--- src/rtl/ext_irq_pkg.sv ---
package ext_irq_pkg;
  typedef enum logic [1:0] {
    SENSE_LOW  = 2'b00,
    SENSE_FALL = 2'b01,
    SENSE_RISE = 2'b10,
    SENSE_BOTH = 2'b11
  } sense_e;

  localparam int ADDR_W = 3;
  localparam int DATA_W = 32;

  localparam logic [ADDR_W-1:0] A_SENSE  = 3'd0;
  localparam logic [ADDR_W-1:0] A_ENABLE = 3'd1;
  localparam logic [ADDR_W-1:0] A_FLAGS  = 3'd2;
  localparam logic [ADDR_W-1:0] A_PRIO   = 3'd3;
  localparam logic [ADDR_W-1:0] A_CTRL   = 3'd4;

  // Detection decision for one pin given current and previous synchronized sample
  function automatic logic sense_hit(sense_e mode, logic cur, logic prv);
    case (mode)
      SENSE_LOW:  return !cur;
      SENSE_FALL: return prv && !cur;
      SENSE_RISE: return !prv && cur;
      default:    return prv != cur;
    endcase
  endfunction

  function automatic logic edge_hit(logic rise_sel, logic cur, logic prv);
    return rise_sel ? (!prv && cur) : (prv && !cur);
  endfunction
endpackage

--- src/rtl/irq_sync.sv ---
module irq_sync #(
  parameter int W = 8
) (
  input  logic         clk,
  input  logic         rst_n,
  input  logic [W-1:0] din,
  output logic [W-1:0] cur,
  output logic [W-1:0] prv
);
  logic [W-1:0] meta;

  always_ff @(posedge clk or negedge rst_n) begin
    if (!rst_n) begin
      meta <= '1;
      cur  <= '1;
      prv  <= '1;
    end else begin
      meta <= din;
      cur  <= meta;
      prv  <= cur;
    end
  end
endmodule

--- src/rtl/irq_channel.sv ---
module irq_channel (
  input  logic                  clk,
  input  logic                  rst_n,
  input  ext_irq_pkg::sense_e   mode,
  input  logic                  cur,
  input  logic                  prv,
  input  logic                  clr,
  output logic                  det,
  output logic                  flag
);
  assign det = ext_irq_pkg::sense_hit(mode, cur, prv);

  always_ff @(posedge clk or negedge rst_n) begin
    if (!rst_n)   flag <= 1'b0;
    else if (det) flag <= 1'b1;
    else if (clr) flag <= 1'b0;
  end
endmodule

--- src/rtl/irq_prio_pick.sv ---
module irq_prio_pick #(
  parameter int NPINS  = 8,
  parameter int PRIO_W = 3,
  localparam int IDX_W = $clog2(NPINS)
) (
  input  logic [NPINS-1:0]        req,
  input  logic [NPINS*PRIO_W-1:0] prio,
  output logic                    valid,
  output logic [IDX_W-1:0]        idx,
  output logic [PRIO_W-1:0]       level
);
  always_comb begin
    valid = 1'b0;
    idx   = '0;
    level = '0;
    // scan from the top so that a lower pin replaces on a tie
    for (int i = NPINS - 1; i >= 0; i--) begin
      if (req[i] && (!valid || prio[i*PRIO_W +: PRIO_W] >= level)) begin
        valid = 1'b1;
        idx   = IDX_W'(i);
        level = prio[i*PRIO_W +: PRIO_W];
      end
    end
  end
endmodule

--- src/rtl/ext_irq_front.sv ---
module ext_irq_front #(
  parameter int NPINS     = 8,
  parameter int PRIO_W    = 3,
  parameter int WAKE_FREE = 3,
  parameter int VEC_W     = 8,
  parameter int NMI_VEC   = 7
) (
  input  logic                              clk,
  input  logic                              rst_n,
  input  logic [NPINS-1:0]                  irq_pin,
  input  logic                              nmi_pin,
  input  logic [ext_irq_pkg::ADDR_W-1:0]    reg_addr,
  input  logic                              reg_wr,
  input  logic                              reg_rd,
  input  logic [ext_irq_pkg::DATA_W-1:0]    reg_wdata,
  output logic [ext_irq_pkg::DATA_W-1:0]    reg_rdata,
  output logic [NPINS-1:0]                  irq_req,
  output logic                              pend_valid,
  output logic [$clog2(NPINS)-1:0]          pend_pin,
  output logic [PRIO_W-1:0]                 pend_level,
  output logic                              nmi_req,
  output logic [VEC_W-1:0]                  nmi_vector,
  output logic                              wake
);
  import ext_irq_pkg::*;

  localparam int SENSE_W = 2 * NPINS;
  localparam int PCFG_W  = PRIO_W * NPINS;

  logic [SENSE_W-1:0] sense_cfg;
  logic [NPINS-1:0]   enable;
  logic [PCFG_W-1:0]  prio_cfg;
  logic               nmi_rise;
  logic               wake_sel;
  logic [NPINS-1:0]   armed;

  logic [NPINS-1:0]   pin_cur, pin_prv;
  logic               nmi_cur, nmi_prv;
  logic [NPINS-1:0]   det;
  logic [NPINS-1:0]   flags;
  logic [NPINS-1:0]   clr_mask;
  logic [NPINS-1:0]   wake_mask;
  logic               wr_flags, rd_flags;

  assign wr_flags = reg_wr && (reg_addr == A_FLAGS);
  assign rd_flags = reg_rd && (reg_addr == A_FLAGS);
  assign clr_mask = wr_flags ? (armed & ~reg_wdata[NPINS-1:0]) : '0;

  // configuration registers and read arming
  always_ff @(posedge clk or negedge rst_n) begin
    if (!rst_n) begin
      sense_cfg <= '0;
      enable    <= '0;
      prio_cfg  <= '0;
      nmi_rise  <= 1'b0;
      wake_sel  <= 1'b0;
      armed     <= '0;
    end else begin
      if (reg_wr) begin
        case (reg_addr)
          A_SENSE:  sense_cfg <= reg_wdata[SENSE_W-1:0];
          A_ENABLE: enable    <= reg_wdata[NPINS-1:0];
          A_PRIO:   prio_cfg  <= reg_wdata[PCFG_W-1:0];
          A_CTRL: begin
            nmi_rise <= reg_wdata[0];
            wake_sel <= reg_wdata[1];
          end
          default: ;
        endcase
      end
      if (rd_flags)      armed <= flags;
      else if (wr_flags) armed <= armed & ~clr_mask;
    end
  end

  always_comb begin
    case (reg_addr)
      A_SENSE:  reg_rdata = DATA_W'(sense_cfg);
      A_ENABLE: reg_rdata = DATA_W'(enable);
      A_FLAGS:  reg_rdata = DATA_W'(flags);
      A_PRIO:   reg_rdata = DATA_W'(prio_cfg);
      A_CTRL:   reg_rdata = DATA_W'({wake_sel, nmi_rise});
      default:  reg_rdata = '0;
    endcase
  end

  irq_sync #(.W(NPINS + 1)) u_sync (
    .clk   (clk),
    .rst_n (rst_n),
    .din   ({nmi_pin, irq_pin}),
    .cur   ({nmi_cur, pin_cur}),
    .prv   ({nmi_prv, pin_prv})
  );

  for (genvar g = 0; g < NPINS; g++) begin : g_chan
    irq_channel u_chan (
      .clk   (clk),
      .rst_n (rst_n),
      .mode  (sense_e'(sense_cfg[2*g +: 2])),
      .cur   (pin_cur[g]),
      .prv   (pin_prv[g]),
      .clr   (clr_mask[g]),
      .det   (det[g]),
      .flag  (flags[g])
    );
    if (g < WAKE_FREE) begin : g_free
      assign wake_mask[g] = 1'b1;
    end else begin : g_gated
      assign wake_mask[g] = wake_sel;
    end
  end

  assign irq_req    = flags & enable;
  assign nmi_req    = edge_hit(nmi_rise, nmi_cur, nmi_prv);
  assign nmi_vector = VEC_W'(NMI_VEC);
  assign wake       = nmi_req || |(irq_req & wake_mask);

  irq_prio_pick #(.NPINS(NPINS), .PRIO_W(PRIO_W)) u_pick (
    .req   (irq_req),
    .prio  (prio_cfg),
    .valid (pend_valid),
    .idx   (pend_pin),
    .level (pend_level)
  );
endmodule

--- config.mk ---
export PLATFORM = sky130hd
export DESIGN_NAME = ext_irq_front
export DESIGN_NICKNAME = d
export VERILOG_FILES = /design/src/rtl/ext_irq_pkg.sv /design/src/rtl/irq_sync.sv /design/src/rtl/irq_channel.sv /design/src/rtl/irq_prio_pick.sv /design/src/rtl/ext_irq_front.sv
export SDC_FILE = /design/constraint.sdc
export NUM_CORES = 1
export LEC_CHECK = 0
export ABC_AREA = 1
export BUFFER_PORTS_ARGS = -buffer_cell sky130_fd_sc_hd__buf_2
export CAP_MARGIN = 20
export CORE_MARGIN = 5
export CORE_UTILIZATION = 56
export CTS_CLUSTER_SIZE = 8
export DETAILED_ROUTE_END_ITERATION = 10
export GPL_ROUTABILITY_DRIVEN = 0
export HOLD_SLACK_MARGIN = 0.08
export PLACE_DENSITY_LB_ADDON = 0.05
export SYNTH_ARGS = -nofsm -noshare
export SYNTH_HDL_FRONTEND = slang
export SYNTH_SLANG_ARGS = --single-unit
export TNS_END_PERCENT = 50
--- constraint.sdc ---
create_clock -name clk -period 9 [get_ports clk]
set_input_delay 0 -clock clk [delete_from_list [all_inputs] [get_ports clk]]
set_output_delay 0 -clock clk [all_outputs]
set_load 0.03 [all_outputs]
==> impl_metrics.py <==
metrics = {
    "power_and_ir_drop": {
        "p_total_uw": 1660,
        "p_int_uw": 950,
        "power.switching_uw": 706,
        "switching_share_pct": 42.7,
        "total_leakage_power_uw": 0.00345,
        "worst_ir_drop_vdd_mv": 0.199,
        "power.density_cell_area_nw_per_um2": 253,
        "seq_power_share_pct": 32.3,
        "power_frac_comb_pct": 48.8,
        "clock_power_share_pct": 18.9,
    },
    "timing": {
        "slew_viol_final": 0,
        "hold_violations": 0,
        "finClkSkew_ns": 0.00908,
        "period_minus_slack_ns": 8.48,
        "postLayoutSetupSlackWorst_ns": 0.520,
        "final_min_period_over_clock_period_pct": 94.2,
        "transition_time_at_the_pin_with_the_least_slew_margin_ns": 1.07,
        "maxClockFrequency_ghz": 0.118,
        "setup-violations-final": 0,
        "slew_margin_rel_pct": 28.6,
        "hold-worst-slack_ns": 0.102,
    },
    "yosys": {
        "synth_ff_type": "sky130_fd_sc_hd__dfrtp_1",
        "synth.cell_area_sq_um": 5380,
        "post_syn_area_per_cell_sq_um": 8.65,
        "post_synth_inst_count": 622,
        "yosys_register_bits": 93,
        "yosys_warnings": 0,
        "synth_edf_count": 0,
        "ys_types": 40,
        "seq_total_area_yosys_pct": 43.9,
        "asyncSetResetFlopFracSynth_pct": 100,
    },
    "cts": {
        "tritoncts": "done",
        "clock-sinks": 93,
        "max-clock-path-buffers": 2,
        "cts_inserted_buffers": 9,
        "clk_root_buffer_cell": "sky130_fd_sc_hd__clkbuf_8",
        "worst_skew_pair.late_latency_ns": 0.36,
        "h-tree-depth": 3,
        "clk_transition_reported_paths_ns": 0.09,
    },
    "cells_and_area": {
        "register_area_sq_um": 2360,
        "filler_cell_count": 778,
        "final_util_pct": 70.2,
        "finish.net_count": 833,
        "drive_above_1_share_pct": 26.6,
        "diodes": 0,
        "layout-area-overhead-vs-synth_pct": 21.7,
        "finalInstanceArea_sq_um": 6550,
        "multiInputGateArea_sq_um": 2570,
    },
    "floorplan": {
        "die_width_um": 108,
        "die_area_sq_um": 11700,
        "floorplan.io_pins": 105,
        "floorplan.rows": 35,
        "floorplan.core_area_sq_um": 9330,
        "die_h_um": 108,
        "floorplan.initialDensity_pct": 57.7,
    },
    "worst_setup_path": {
        "crit_path_max_fanout": 7,
        "regToRegSetupSlack_ns": 7.59,
        "cp_data_arrival_time_ns": 8.48,
        "cp-end-kind": "output pin",
        "critical_path_class": "reg2out",
        "cp_max_stage_delay_ns": 0.42,
        "timing.critical_path.required_ns": 9.00,
        "path_delay_family": "simple AND/OR/NAND/NOR gates",
        "timing.critical_path.from_type": "flip-flop",
        "critical-path-top-cell-by-count": "sky130_fd_sc_hd__nand2_1",
        "worst-path-buf-inv": 6,
        "crit_slowest_cell": "sky130_fd_sc_hd__dfrtp_1",
    },
    "drt": {
        "routed-wl-met2_um": 6590,
        "via_per_inst": 5.30,
        "routed_wirelength_um": 13700,
        "antenna_left": 0,
        "wire_per_inst_um": 15.5,
        "drc_errors_left": 0,
        "detailroute.wirelength.met3_um": 893,
        "drt_first_iter_violations": 347,
        "wirelength_met1_um": 6070,
        "vias": 4672,
        "highest-signal-layer": "met4",
        "drt_pass1_iterations": 5,
    },
    "place": {
        "port_buffers": 80,
        "placed_area_sq_um": 5830,
        "post_place_worst_slack_ns": 0.694,
        "post-dp-hpwl_um": 10000,
    },
    "global_route": {
        "first_global_vias": 4591,
        "global_route.usage.total_pct": 24.4,
        "antenna_found_initial": 0,
        "grt_pass1_wl_um": 22400,
        "grt_max_degree": 50,
        "globalRoute.totalOverflow": 0,
    },
    "outcome": {
        "run_status": "complete, no violations",
    },
    "flow_run": {
        "max-cap-violations": 0,
    },
    "hold_path": {
        "class_of_the_most_critical_hold_timing_path": "in2reg",
    },
}
## area by class of cell
type	instances	share of cell area, %
Inverter	94	5.58
Clock buffer	13	2.77
Sequential cell	93	36.0
Tap cell	129	2.46
Multi-Input combinational cell	422	39.3
Clock inverter	3	0.726
Timing Repair Buffer	128	13.1
## layout by cell type (no fill, tap or decap), types with 12 or more instances in the layout
| cell | n |
|---|---|
| sky130_fd_sc_hd__nand2_1 | 118 |
| sky130_fd_sc_hd__inv_1 | 83 |
| sky130_fd_sc_hd__buf_2 | 78 |
| sky130_fd_sc_hd__o21ai_0 | 68 |
| sky130_fd_sc_hd__dfrtp_1 | 66 |
| sky130_fd_sc_hd__dlygate4sd3_1 | 38 |
| sky130_fd_sc_hd__nand3_1 | 36 |
| sky130_fd_sc_hd__ha_1 | 35 |
| sky130_fd_sc_hd__nor2_1 | 32 |
| sky130_fd_sc_hd__dfstp_2 | 27 |
| sky130_fd_sc_hd__a21oi_1 | 19 |
| sky130_fd_sc_hd__nand3_2 | 16 |
| sky130_fd_sc_hd__conb_1 | 16 |
| sky130_fd_sc_hd__o21ai_1 | 15 |
| sky130_fd_sc_hd__buf_4 | 12 |
## kinds of logic after synthesis
group,count (synthesis),share of synthesized area (%)
AND/OR/NAND/NOR,238,22.7
flip-flops,93,43.9
other,2,0.140
buffers and inverters,121,10.2
adder cells (fa/ha/maj),37,8.60
AO/OA/AOI/OAI,131,14.6
## final timing paths
kind / startpoint / depth (start not counted) / endpoint
hold / removal: reg_addr[1] / 4 / wake_sel
setup reg to reg: u_sync.prv[7] / 5 / g_chan[7].u_chan.flag
max in group asynchronous: rst_n / 3 / enable[3]
hold reg to reg: u_sync.meta[7] / 0 / u_sync.cur[7]
min in group asynchronous: rst_n / 2 / sense_cfg[15]
setup / recovery: enable[7] / 51 / pend_pin[1]
## synth_stat cells, types with 5 or more instances
master                     number  share of area [%]
sky130_fd_sc_hd__nor2_1        34                2.4
sky130_fd_sc_hd__nand2_1      118                8.2
sky130_fd_sc_hd__nand3_2       16                3.0
sky130_fd_sc_hd__o21ai_0       68                6.3
sky130_fd_sc_hd__a21oi_1       24                2.2
sky130_fd_sc_hd__buf_2          5               0.46
sky130_fd_sc_hd__inv_2          9               0.63
sky130_fd_sc_hd__nand3_1       36                3.3
sky130_fd_sc_hd__nand2_4        8                1.7
sky130_fd_sc_hd__dfstp_2       27                 13
sky130_fd_sc_hd__a221oi_1       5               0.81
sky130_fd_sc_hd__nand2_2        8               0.93
sky130_fd_sc_hd__o21ai_1       15                1.4
sky130_fd_sc_hd__dfrtp_1       66                 31
sky130_fd_sc_hd__and2_2         6               0.84
sky130_fd_sc_hd__buf_4         16                2.2
sky130_fd_sc_hd__inv_1         83                5.8
sky130_fd_sc_hd__ha_1          37                8.6
## metal layers
metal | track usage (%) | up-vias
li1 | - | 2259
met1 | 33.3 | 2238
met2 | 40.5 | 161
met3 | 3.94 | 14
met4 | 6.31 | 0
met5 | 0 | -
## through the flow
| stage | std cells | TNS (ns) |
|---|---|---|
| after floorplan | 636 | 0 |
| after global placement | 820 | 0 |
| after detailed placement | 820 | 0 |
| after global routing | 882 | -0.135 |
| after CTS | 874 | 0 |
| final | 882 | 0 |
## timing repair
item,in CTS,in global routing
buffers inserted,0,8
setup endpoints to repair,0,6
hold buffers,38,0
gates resized for setup,0,10
endpoints found under the hold margin,115,0
## power by group through the flow
stage	Combinational (uW)	Clock, uW	Sequential [uW]
floorplan	593	0	522
global placement	726	0	537
global route	901	337	543
detailed placement	753	0	540
finish	808	313	535
CTS	770	320	533
## registers in the layout, indices dropped and copies added, names as in the netlist
signal and flops:
prio_cfg 24, sense_cfg 16, u_sync.cur 9, u_sync.meta 9, u_sync.prv 9, armed 8
enable 8, g_chan.u_chan.flag 8, nmi_rise 1, wake_sel 1
## tightest hold or removal path: stages
cell                      delay, ns
sky130_fd_sc_hd__buf_2         0.12
sky130_fd_sc_hd__nor2_1        0.09
sky130_fd_sc_hd__nand3_1       0.12
sky130_fd_sc_hd__o21ai_0       0.08
Note: power is estimated with default switching activity, not from simulation.
